==> src/rtl/hbridge_pkg.sv <==
package hbridge_pkg;

    typedef struct packed {
        logic a_hi;
        logic a_lo;
        logic b_hi;
        logic b_lo;
    } gate_set_t;

    localparam gate_set_t GATES_OFF = '0;

    typedef enum logic [1:0] {
        DECAY_FAST    = 2'd0,
        DECAY_SLOW_HI = 2'd1,
        DECAY_SLOW_LO = 2'd2
    } decay_e;

    typedef enum logic [1:0] {
        WK_LOCKED = 2'd0,
        WK_ASLEEP = 2'd1,
        WK_WAKING = 2'd2,
        WK_READY  = 2'd3
    } wake_e;

    function automatic decay_e pick_decay(input logic slow, input logic upper_path);
        if (!slow)
            return DECAY_FAST;
        return upper_path ? DECAY_SLOW_HI : DECAY_SLOW_LO;
    endfunction

    function automatic gate_set_t drive_set(input logic dir);
        gate_set_t g;
        g = GATES_OFF;
        if (dir) begin
            g.a_hi = 1'b1;
            g.b_lo = 1'b1;
        end else begin
            g.b_hi = 1'b1;
            g.a_lo = 1'b1;
        end
        return g;
    endfunction

    function automatic gate_set_t recirc_set(input decay_e d);
        gate_set_t g;
        g = GATES_OFF;
        case (d)
            DECAY_SLOW_HI: begin
                g.a_hi = 1'b1;
                g.b_hi = 1'b1;
            end
            DECAY_SLOW_LO: begin
                g.a_lo = 1'b1;
                g.b_lo = 1'b1;
            end
            default: g = GATES_OFF;
        endcase
        return g;
    endfunction

endpackage

==> src/rtl/hb_wake_timer.sv <==
module hb_wake_timer
    import hbridge_pkg::*;
#(
    parameter int WAKE_CYCLES = 100_000
) (
    input  logic clk,
    input  logic rst,
    input  logic uvlo_rel,
    input  logic sleep_n,
    output logic ready
);
    localparam int CNT_W = $clog2(WAKE_CYCLES + 1);
    localparam logic [CNT_W-1:0] LAST = CNT_W'(WAKE_CYCLES - 1);

    wake_e            state_q, state_d;
    logic [CNT_W-1:0] cnt_q, cnt_d;

    always_comb begin
        state_d = state_q;
        cnt_d   = cnt_q;
        case (state_q)
            WK_LOCKED: begin
                if (uvlo_rel)
                    state_d = WK_ASLEEP;
            end
            WK_ASLEEP: begin
                if (sleep_n) begin
                    cnt_d   = CNT_W'(1);
                    state_d = (WAKE_CYCLES <= 1) ? WK_READY : WK_WAKING;
                end
            end
            WK_WAKING: begin
                if (!sleep_n)
                    state_d = WK_ASLEEP;
                else if (cnt_q == LAST)
                    state_d = WK_READY;
                else
                    cnt_d = cnt_q + CNT_W'(1);
            end
            default: begin
                if (!sleep_n)
                    state_d = WK_ASLEEP;
            end
        endcase
    end

    always_ff @(posedge clk) begin
        if (rst) begin
            state_q <= WK_LOCKED;
            cnt_q   <= '0;
        end else begin
            state_q <= state_d;
            cnt_q   <= cnt_d;
        end
    end

    assign ready = (state_q == WK_READY);

    AST_READY_NEEDS_AWAKE: assert property (@(posedge clk) disable iff (rst)
        ready |-> $past(sleep_n));
    AST_LOCK_HOLDS: assert property (@(posedge clk) disable iff (rst)
        (state_q == WK_LOCKED && !uvlo_rel) |=> (state_q == WK_LOCKED));
    AST_LOCK_NOT_READY: assert property (@(posedge clk) disable iff (rst)
        (state_q == WK_LOCKED) |-> !ready);

endmodule

==> src/rtl/hb_mode_decode.sv <==
module hb_mode_decode
    import hbridge_pkg::*;
(
    input  logic      allow,
    input  logic      phase,
    input  logic      enable,
    input  logic      mode1,
    input  logic      mode2,
    output gate_set_t target
);
    decay_e decay;

    always_comb begin
        decay = pick_decay(mode1, mode2);
        if (!allow)
            target = GATES_OFF;
        else if (enable)
            target = drive_set(phase);
        else
            target = recirc_set(decay);
    end

    always_comb begin
        if (allow && !enable && !mode1)
            AST_FAST_ALL_OFF: assert (target == GATES_OFF);
        if (!allow)
            AST_BLOCKED_OFF: assert (target == GATES_OFF);
    end

endmodule

==> src/rtl/hb_dead_time.sv <==
module hb_dead_time
    import hbridge_pkg::*;
(
    input  logic      clk,
    input  logic      rst,
    input  gate_set_t target,
    output gate_set_t gates
);
    gate_set_t gates_q, gates_d;

    always_comb begin
        if (target == gates_q)
            gates_d = gates_q;
        else if (gates_q == GATES_OFF)
            gates_d = target;
        else
            gates_d = GATES_OFF;
    end

    always_ff @(posedge clk) begin
        if (rst)
            gates_q <= GATES_OFF;
        else
            gates_q <= gates_d;
    end

    assign gates = gates_q;

    logic [1:0] hi_bits, lo_bits;
    assign hi_bits = {gates_q.a_hi, gates_q.b_hi};
    assign lo_bits = {gates_q.a_lo, gates_q.b_lo};

    for (genvar s = 0; s < 2; s++) begin : g_side
        AST_SIDE_EXCL: assert property (@(posedge clk) disable iff (rst)
            !(hi_bits[s] && lo_bits[s]));
    end

    AST_DEAD_GAP: assert property (@(posedge clk) disable iff (rst)
        ($past(gates_q) != GATES_OFF && gates_q != $past(gates_q)) |-> (gates_q == GATES_OFF));

endmodule

==> src/rtl/hbridge_gate_ctrl.sv <==
module hbridge_gate_ctrl
    import hbridge_pkg::*;
#(
    parameter int WAKE_CYCLES = 100_000
) (
    input  logic clk,
    input  logic rst,
    input  logic uvlo_rel,
    input  logic sleep_n,
    input  logic prot_off,
    input  logic phase,
    input  logic enable,
    input  logic mode1,
    input  logic mode2,
    output logic gate_a_hi,
    output logic gate_a_lo,
    output logic gate_b_hi,
    output logic gate_b_lo,
    output logic wake_ready
);
    logic      ready;
    logic      allow;
    gate_set_t target;
    gate_set_t gates;

    hb_wake_timer #(.WAKE_CYCLES(WAKE_CYCLES)) u_wake (
        .clk      (clk),
        .rst      (rst),
        .uvlo_rel (uvlo_rel),
        .sleep_n  (sleep_n),
        .ready    (ready)
    );

    assign allow = ready && sleep_n && !prot_off;

    hb_mode_decode u_decode (
        .allow  (allow),
        .phase  (phase),
        .enable (enable),
        .mode1  (mode1),
        .mode2  (mode2),
        .target (target)
    );

    hb_dead_time u_dead (
        .clk    (clk),
        .rst    (rst),
        .target (target),
        .gates  (gates)
    );

    assign gate_a_hi  = gates.a_hi;
    assign gate_a_lo  = gates.a_lo;
    assign gate_b_hi  = gates.b_hi;
    assign gate_b_lo  = gates.b_lo;
    assign wake_ready = ready;

    AST_PROT_FORCE_OFF: assert property (@(posedge clk) disable iff (rst)
        prot_off |=> (gates == GATES_OFF));
    AST_SLEEP_FORCE_OFF: assert property (@(posedge clk) disable iff (rst)
        !sleep_n |=> (gates == GATES_OFF && !wake_ready));
    AST_WAKE_GATES_OFF: assert property (@(posedge clk) disable iff (rst)
        !wake_ready |=> (gates == GATES_OFF));

endmodule

==> config.mk <==
export PLATFORM = sky130hd
export DESIGN_NAME = hbridge_gate_ctrl
export DESIGN_NICKNAME = d
export VERILOG_FILES = /design/src/rtl/hbridge_pkg.sv /design/src/rtl/hb_wake_timer.sv /design/src/rtl/hb_mode_decode.sv /design/src/rtl/hb_dead_time.sv /design/src/rtl/hbridge_gate_ctrl.sv
export SDC_FILE = /design/constraint.sdc
export NUM_CORES = 1
export LEC_CHECK = 0
export ABC_CLOCK_PERIOD_IN_PS = 2500
export BUFFER_PORTS_ARGS = -buffer_cell sky130_fd_sc_hd__buf_2
export CORE_ASPECT_RATIO = 1.2
export CORE_UTILIZATION = 55
export CTS_CLUSTER_DIAMETER = 200
export CTS_CLUSTER_SIZE = 28
export DETAILED_ROUTE_END_ITERATION = 7
export GPL_TIMING_DRIVEN = 0
export PLACE_DENSITY = 0.76
export SLEW_MARGIN = 20
export SYNTH_ARGS = -nofsm -noshare
export SYNTH_HDL_FRONTEND = slang
export SYNTH_SLANG_ARGS = --single-unit
==> constraint.sdc <==
create_clock -name clk -period 2.5 [get_ports clk]
set_input_delay 0.5 -clock clk [delete_from_list [all_inputs] [get_ports clk]]
set_output_delay 0.5 -clock clk [all_outputs]
set_load 0.02 [all_outputs]
# After elaboration in Yosys (flattened, before gate mapping)
# Cells that the tools add are included.
[op_classes]
n_reduce_logical = 8
n_eq_ne = 13
muxes = 19
addsub = 1
[op_table]
columns = ["operator", "n"]
rows = [
  ["17-bit two-way mux", 3],
  ["17-bit one-hot mux with 2 select lines", 1],
  ["17-bit by 1-bit adder with 17-bit output, second input constant", 1],
  ["17-bit == test, second input constant", 1],
  ["2-bit two-way mux", 8],
  ["4-bit two-way mux", 3],
  ["2-bit inequality test, second input constant", 4],
  ["4-bit AND reduction", 2],
  ["2-bit == test, second input constant", 3],
  ["2-bit one-hot mux with 3 select lines", 1],
  ["2-bit by 1-bit == test with 1-bit output, second input constant", 2],
  ["4-bit == test", 1],
  ["4-bit logical NOT", 1],
  ["4-bit by 1-bit inequality test with 1-bit output, second input constant", 1],
  ["1-bit two-way mux", 3],
  ["3-bit by 2-bit inequality test with 1-bit output, second input constant", 1],
  ["1-bit logical AND", 2],
  ["2-bit logical NOT", 1],
  ["2-bit nonzero test", 1],
  ["1-bit logical NOT", 1],
]
[word_totals]
in_bits = 9
word_cells = 47
ff_bits = 23

# Depth between registers and ports, before layout
# Gate-level depths: netlist (run 1).
[logic_depth]
depth_word = 7
ltp_mapped = 9
mapped_depth_nobuf = 7

# Cells and area by module
# A second synthesis (run 1) with hierarchy kept.
[hier_totals]
hier_cells = 159
area_unflattened_um2 = 1368.8
[modules_own_cells]
columns = ["module", "cells_per_inst", "area_each_um2", "instances"]
rows = [
  ["hb_wake_timer", 128, 1106.1, 1],
  ["hb_dead_time", 22, 206.4, 1],
  ["hb_mode_decode", 8, 47.5, 1],
  ["hbridge_gate_ctrl", 1, 8.8, 1],
]

# Worst setup path before layout (run 1)
# Ideal clock, no wire load.
[synth_timing]
path_kind = "flip-flop to flip-flop"
start = "register u_wake.cnt_q[8]"
end = "register u_wake.cnt_q[1]"
stages_incl_launch_ff = 7
n_path_buf = 1
t_required_ns = 2.433
arrival_time_ns = 1.964
setup_slack_ns = 0.468
setup_time_ns = 0.067
path_cell_list = "dfxtp_1 or4b_4 nor4_4 a21oi_2 buf_6 or3b_4 a21oi_2"
[synth_via]
elab_chain_cells = 3
[synth_rtl]
columns = ["element", "line", "text"]
rows = [
  ["start: declaration", "hb_wake_timer.sv:16", "logic [CNT_W-1:0] cnt_q, cnt_d;"],
  ["start signal: assignment", "hb_wake_timer.sv:53", "cnt_q <= cnt_d;"],
  ["17-bit == test", "hb_wake_timer.sv:35", "else if (cnt_q == LAST)"],
  ["2-bit inequality test (no line)", "-", ""],
  ["4-bit AND reduction (no line)", "-", ""],
]
# No other way between the ends.
# A chain may end at the register's enable or synchronous reset.

# Final worst setup path (run 1)
[layout_timing]
start = "register u_wake.state_q[0]"
end = "register u_wake.cnt_q[0]"
[layout_via]
elab_chain_cells = 3
word_cells_on_any_way = 8
classes_between = "eq/ne (5); mux (1); reduce/logical (2)"
[layout_rtl]
columns = ["element", "line", "text"]
rows = [
  ["start: declaration", "hb_wake_timer.sv:15", "wake_e state_q, state_d;"],
  ["start signal: assignment", "hb_wake_timer.sv:52", "state_q <= state_d;"],
  ["2-bit == test or 2-bit by 1-bit == test with 1-bit output (tied branches)", "hb_wake_timer.sv:21", "case (state_q)"],
  ["2-bit inequality test (no line) or 2-bit nonzero test (tied branches)", "-", ""],
  ["4-bit AND reduction (no line)", "-", ""],
]
# Parallel ways exist; a longest one is shown, timed or not.

==> results of run 1 <==
==> cells in the mapped netlist (2+ instances only) <==
master | instances | area (um2)
a211oi_1 | 4 | 30.0
a21o_1 | 3 | 22.5
a21oi_1 | 14 | 70.1
a21oi_2 | 2 | 17.5
a311oi_1 | 3 | 26.3
a31oi_1 | 3 | 18.8
a32o_1 | 2 | 20.0
and2_1 | 3 | 18.8
and3_1 | 2 | 12.5
and3b_1 | 3 | 26.3
clkbuf_1 | 5 | 18.8
dfxtp_1 | 23 | 460
ha_1 | 5 | 62.6
inv_1 | 5 | 18.8
mux2i_1 | 2 | 20.0
nand2_1 | 16 | 60.1
nand2b_1 | 5 | 31.3
nand3_1 | 6 | 30.0
nand4_1 | 3 | 18.8
nor2_1 | 15 | 56.3
nor2b_1 | 2 | 12.5
nor3_1 | 6 | 30.0
o21ai_0 | 7 | 35.0
o2bb2ai_1 | 4 | 35.0
or2_2 | 3 | 18.8
or3_1 | 2 | 12.5
xnor2_1 | 2 | 17.5
==> layer usage <==
layer,up-vias,wire (um)
met5,-,0
met2,55,1570
li1,684,-
met1,666,1360
met4,0,61
met3,9,173
==> worst min-delay path: cells and delay by family, from the launching register on <==
family / cells / cell delay [ns]
flops: 1 / 0.35
mux: 1 / 0.05
simple gates: 1 / 0.06
==> sequential cells by signal, summed over array words and instances, names as in the netlist <==
register and cells:
u_dead.gates 4, u_wake.state_q 2, u_wake.cnt_q 17
==> area by class of cell <==
type                    count  area [um2]  area share
flip-flops and latches     23         460       0.299
well taps                  31        38.8      0.0252
inverters                   5        18.8      0.0122
repair buffers             12        60.1      0.0390
multi-input cells         138         901       0.585
clock buffers               4        26.3      0.0171
plain buffers               7        35.0      0.0227
==> cells in the final DEF (no fill, tap or decap), types with 4 or more instances in the layout <==
cell / synthesis / layout
nor2_1: 15 / 15
nand2_1: 16 / 16
nand3_1: 6 / 6
nand2b_1: 5 / 5
clkbuf_1: 5 / 6
a21oi_1: 14 / 13
a211oi_1: 4 / 4
ha_1: 5 / 5
o2bb2ai_1: 4 / 4
nor3_1: 6 / 6
o21ai_0: 7 / 7
dfxtp_1: 23 / 23
inv_1: 5 / 5
buf_2: 1 / 13
==> power by group through the flow <==
stage / Clock (uW) / Combinational (uW) / Sequential (uW)
2_1_floorplan: 0 / 122 / 393
3_3_place_gp: 0 / 156 / 394
3_5_place_dp: 0 / 162 / 395
4_1_cts: 181 / 162 / 387
5_1_grt: 197 / 188 / 389
6_report: 173 / 164 / 387
==> cell families after synthesis <==
family | after synthesis
buffers and inverters | 12
XOR/XNOR | 2
flip-flops | 23
multiplexers | 2
AND/OR/NAND/NOR | 77
adder cells (fa/ha/maj) | 5
AO/OA/AOI/OAI | 52
==> per-stage QoR <==
stage / hold WS, ns / cell area, um2 / power [uW]
floorplan: 0.447 / 1410 / 514
detailed placement: 0.483 / 1510 / 557
global placement: 0.462 / 1510 / 550
global route: 0.520 / 1540 / 773
CTS: 0.503 / 1540 / 730
finish: 0.495 / 1540 / 724
==> final timing paths <==
path / start / endpoint / slack, ns / depth (start not counted)
worst max-delay path: u_wake.state_q[0]$_SDFFE_PP0P_ / u_wake.cnt_q[0]$_SDFFE_PP0P_ / 0.23 / 9
worst min-delay path: u_wake.cnt_q[15]$_SDFFE_PP0P_ / u_wake.cnt_q[15]$_SDFFE_PP0P_ / 0.50 / 2
worst max register to register: u_wake.state_q[0]$_SDFFE_PP0P_ / u_wake.cnt_q[0]$_SDFFE_PP0P_ / 0.23 / 9
worst min register to register: u_wake.cnt_q[15]$_SDFFE_PP0P_ / u_wake.cnt_q[15]$_SDFFE_PP0P_ / 0.50 / 2
==> impl_results.md, run 1 <==
- Status: finished, final reports clean
- Startpoint types: flop
- Setup TNS: 0 ns
- Die ar.: 2770 um2
- Net Sw Power: 224 uW
- Worst Setup Slack, final: 0.229 ns
- Worst-path maximum fanout: 10
- Seq/Total Area, Yosys: 0.326
- Critical setup path kind: reg -> reg
- Total gr overflow: 0
- Routed length per instance: 14.4 um
- Fraction of layout cells with a size suffix above 1: 0.148
- Yosys warns: 0
- Clock Tree Buf Depth: 2
- Fill cells: 197
- Final core occ: 0.654
- Total CTS buffers: 3
- Antenna violations before repair: 0
- Worst EP arrival: 2.51 ns
- Number of global-route vias before repair: 1298
- RSZ-0062 raised after global routing: false
- Initial DRC count: 59
- M1 GR Usage: 0.281
- Vias: 1414
- CTS tree: done
- ANT cells: 0
- Die Ht: 57.5 um
- Power Internal: 500 uW
- Comb power frac: 0.226
- P_leak: 0.000577 uW
- Setup Skew: 0.00684 ns
- Die width: 48.2 um
- #FFs+latches synth: 23
- Syn nets: 187
- Pwr Density: 470 nW/um2
- Sw frac: 0.309
- Adder-cell area share of the yosys netlist: 0.0443
- Clock share of power: 0.239
- Number of synthesized flops with an enable pin: 0
- Worst-path clk slew: 0.12 ns
- GRT met3 Usage: 0.0570
- Drt pass-1 iters: 4
- Met2 usage: 0.430
- Total GRT Usage: 0.254
- Peak Freq: 0.440 GHz
- GPL Wtd Cong: 0.796
- Final nets: 204
- Global-route wire length before repair: 5.13 mm
- Buf/Inv on CP: 3
- Asr flop ratio synth: 0
- Post-CTS Hold Fix Bufs: 0
- Final Non-Filler Cells: 220
- Placed cell count: 216
- Max-Cap Viols: 0
- Multiplexer area fraction after synthesis: 0.0142
- Core Region: 2350 um2
- DP Worst Slack: 0.122 ns
- Final hold viol count: 0
- Clock Tree Root: clkbuf_4
- VDD IR max: 0.000469 V
- Largest net degree at the start of global routing: 13
- Crit-path max cell delay: 0.39 ns
- Busiest grt layer: met2
- Port bufs: 12
- Syn Area/Cell: 8.16 um2
- CP cell instances: inv_1 -> ha_1 -> and3b_1 -> clkbuf_1 -> nor2_1 -> a21oi_2 -> buf_2 -> nor2_1 -> a211oi_1
- Post-Synth XOR/XNOR Area: 0.0124
- Compound-Gate Fraction of Synth Area: 0.255
- I/O pin count: 14
- Cell Rows: 19
- Final Max Slew Viols: 0
- Final setup viols: 0
- Worst Tran Pin Value: 0.606 ns
- CTS H-tree lvls: 1
- Final wirelength: 3.16 mm
- Slew margin rel.: 0.593
- DR DRC count: 0
- CP most frequent cell: nor2_1
- Sequential share of power: 0.534
- Primary FF master, synth: dfxtp_1
- Tmin final: 2.27 ns
- HP Class: reg -> reg
- Worst-Skew Late Latency: 0.32 ns
- Post-Synth Simple-Gate Area: 0.309
- Worst path slowest cell: dfxtp_1
- Worst endpoint required time: 2.74 ns
- Initial core utilization: 0.600
- Clock Sinks: 23
- Postcts setup bufs: 0
- Vias per Instance: 6.43
- CP top delay family: buffers and inverters
- Post-route ant nets: 0
- Post-synthesis cell type count: 50
- Largest family of logic cells by synthesized area: simple AND/OR/NAND/NOR gates
- Post-synthesis cell count: 173
- Period utilization: 0.908
- CP endpoint kind: flop
- P&R area growth vs syn: 9.13%
- Dpl hpwl: 2.34 mm
- Post-Syn Area: 1410 um2
- Post-CTS resize count: 0
(Power assumes the default switching activity.)
==> inputs of run 2 (changes only) <==
Settings changed: PLACE_DENSITY 0.76 to unset, PLACE_DENSITY_LB_ADDON set to 0.25.
==> impl_results.md, run 2 (synthesized netlist as in run 1, its figures left out) <==
- Status: finished, final reports clean (unchanged)
- Max reg flops: 17 (unchanged)
- Max layer used: met4 (unchanged)
- GPL Wtd Cong: 0.804 (was 0.796)
- Worst Setup Slack, final: 0.230 ns (was 0.229 ns)
- Min Hold Slack: 0.492 ns (was 0.495 ns)
- Met2 WL: 1.72 mm (was 1.57 mm)
- Clock share of power: 0.237 (was 0.239)
- Crit path from: u_wake.state_q[0]$_SDFFE_PP0P_ (unchanged)
- CTS tree: done (unchanged)
- Core Region: 2350 um2 (unchanged)
- Die Ht: 57.5 um (unchanged)
- DP Worst Slack: 0.188 ns (was 0.122 ns)
- Clock Tree Buf Depth: 2 (unchanged)
- Clock Tree Root: clkbuf_4 (unchanged)
- Hold Crit Endpoint: u_wake.cnt_q[16]$_SDFFE_PP0P_ (was u_wake.cnt_q[15]$_SDFFE_PP0P_)
- I/O pin count: 14 (unchanged)
- Peak Freq: 0.441 GHz (was 0.440 GHz)
- Final wirelength: 3.30 mm (was 3.16 mm)
- DR DRC count: 0 (unchanged)
- P&R area growth vs syn: 9.13% (unchanged)
- Dpl hpwl: 2.43 mm (was 2.34 mm)
- Power Internal: 500 uW (about the same)
- Worst-path maximum fanout: 10 (unchanged)
- Worst endpoint required time: 2.73 ns (was 2.74 ns)
- Total CTS buffers: 3 (unchanged)
- CTS H-tree lvls: 1 (unchanged)
- Drt pass-1 iters: 4 (unchanged)
- Sw frac: 0.313 (was 0.309)
- Vias: 1395 (was 1414)
- Reg-to-reg startpoint: u_wake.state_q[0]$_SDFFE_PP0P_ (unchanged)
- Pwr Total: 728 uW (was 724 uW)
- Startpoint types: flop (unchanged)
- Port bufs: 12 (unchanged)
- Wl on met1: 1.37 mm (was 1.36 mm)
- Total gr overflow: 0 (unchanged)
- Worst-path clk slew: 0.12 ns (about the same)
- Pwr Density: 473 nW/um2 (was 470 nW/um2)
- CP endpoint kind: flop (unchanged)
- RR Endpoint: u_wake.cnt_q[0]$_SDFFE_PP0P_ (unchanged)
- FF/Latch Area: 460 um2 (unchanged)
- Fraction of layout cells with a size suffix above 1: 0.148 (unchanged)
- Initial core utilization: 0.600 (unchanged)
- R2R setup slack: 0.23 ns (about the same)
- Initial DRC count: 31 (was 59)
- Post-route ant nets: 0 (unchanged)
- Vias per Instance: 6.34 (was 6.43)
- Tmin final: 2.27 ns (about the same)
- P_leak: 0.000577 uW (unchanged)
- Setup TNS: 0 ns (unchanged)
- Final hold viol count: 0 (unchanged)
- Global-route wire length before repair: 5.03 mm (was 5.13 mm)
- Critical setup path kind: reg -> reg (unchanged)
- Total GRT Usage: 0.251 (was 0.254)
- Final nets: 204 (unchanged)
- Sequential share of power: 0.531 (was 0.534)
- Met3 WL post-DR: 157 um (was 173 um)
- VDD IR max: 0.000426 V (was 0.000469 V)
- Cell Rows: 19 (unchanged)
- Period utilization: 0.908 (about the same)
- Cell Area, Placed: 1510 um2 (unchanged)
- Min-delay src: u_wake.cnt_q[16]$_SDFFE_PP0P_ (was u_wake.cnt_q[15]$_SDFFE_PP0P_)
- Slew margin rel.: 0.562 (was 0.593)
- HP Class: reg -> reg (unchanged)
- Final setup viols: 0 (unchanged)
- Comb power frac: 0.233 (was 0.226)
- Net Sw Power: 228 uW (was 224 uW)
- Die ar.: 2770 um2 (unchanged)
- Routed length per instance: 15.0 um (was 14.4 um)
- Worst-Skew Late Latency: 0.31 ns (was 0.32 ns)
- Number of global-route vias before repair: 1235 (was 1298)
- Setup Skew: 0.00351 ns (was 0.00684 ns)
- Finished Cell Area: 1540 um2 (unchanged)
- Worst reg2reg path depth: 9 (unchanged)
- Max-Cap Viols: 0 (unchanged)
- Worst EP arrival: 2.50 ns (was 2.51 ns)
- Worst Tran Pin Value: 0.652 ns (was 0.606 ns)
- Largest net degree at the start of global routing: 13 (unchanged)
- ANT cells: 0 (unchanged)
- Hold Path Depth: 2 (unchanged)
- RSZ-0062 raised after global routing: false (unchanged)
- Final Max Slew Viols: 0 (unchanged)
- Multi-input gate area: 901 um2 (unchanged)
- Reg with most FFs: u_wake.cnt_q (unchanged)
- Fill cells: 200 (was 197)
- Clock Sinks: 23 (unchanged)
- Antenna violations before repair: 0 (unchanged)
- Most common cell after layout, fill and taps aside: dfxtp_1 (unchanged)
- Most frequent cells in the layout: 23 x dfxtp_1, 16 x nand2_1, 15 x nor2_1 (unchanged)
- Die width: 48.2 um (unchanged)
- Postcts setup bufs: 0 (unchanged)
## run 2: metal layers
| layer | up-vias | track usage |
|---|---|---|
| li1 | 679 | - |
| met1 | 661 | 0.271 |
| met2 | 48 | 0.446 |
| met3 | 7 | 0.0506 |
| met4 | 0 | 0.0992 |
| met5 | - | 0 |
## run 2: power by group through the flow
| stage | Sequential, uW | Combinational [uW] | Clock [uW] |
|---|---|---|---|
| floorplan | 393 | 122 | 0 |
| global route | 388 | 188 | 193 |
| global placement | 393 | 156 | 0 |
| detailed placement | 394 | 165 | 0 |
| finish | 386 | 169 | 172 |
| CTS | 386 | 167 | 174 |
## run 2: worst max path at each step
| stage | slack [ns] | cells after the start | endpoint |
|---|---|---|---|
| 5_1_grt | 0.12 | 9 | u_wake.cnt_q[0]$_SDFFE_PP0P_ |
| 2_1_floorplan | 0.47 | 6 | u_wake.cnt_q[1]$_SDFFE_PP0P_ |
| 6_report | 0.23 | 9 | u_wake.cnt_q[0]$_SDFFE_PP0P_ |
| 3_5_place_dp | 0.19 | 9 | u_wake.cnt_q[0]$_SDFFE_PP0P_ |
| 3_3_place_gp | 0.25 | 9 | u_wake.cnt_q[8]$_SDFFE_PP0P_ |
| 4_1_cts | 0.1 | 9 | u_wake.cnt_q[0]$_SDFFE_PP0P_ |
## run 2: through the flow
step,util,cells
after floorplan,-,173
after global placement,0.642,216
after detailed placement,0.642,216
after CTS,0.653,220
after global routing,0.654,220
final,0.654,220
## run 2: cell type report
type | instances | share of cell area
Inverter | 5 | 0.0122
Multi-Input combinational cell | 138 | 0.585
Timing Repair Buffer | 12 | 0.0390
Tap cell | 31 | 0.0252
Sequential cell | 23 | 0.299
Buffer | 7 | 0.0227
Clock buffer | 4 | 0.0171
## run 2: repair_timing
action,4_1_cts,5_1_grt
hold buffers,0,0
endpoints found under the setup margin,0,2
hold endpoints to repair,0,0
gates resized for setup,0,1
## run 2: critical path, stage by stage, from the launching register on
cell      delay (ns)
dfxtp_1         0.38
inv_1           0.08
ha_1            0.22
and3b_1         0.21
clkbuf_1        0.29
nor2_1          0.14
a21oi_2         0.30
buf_2           0.29
nor2_1          0.07
a211oi_1        0.22
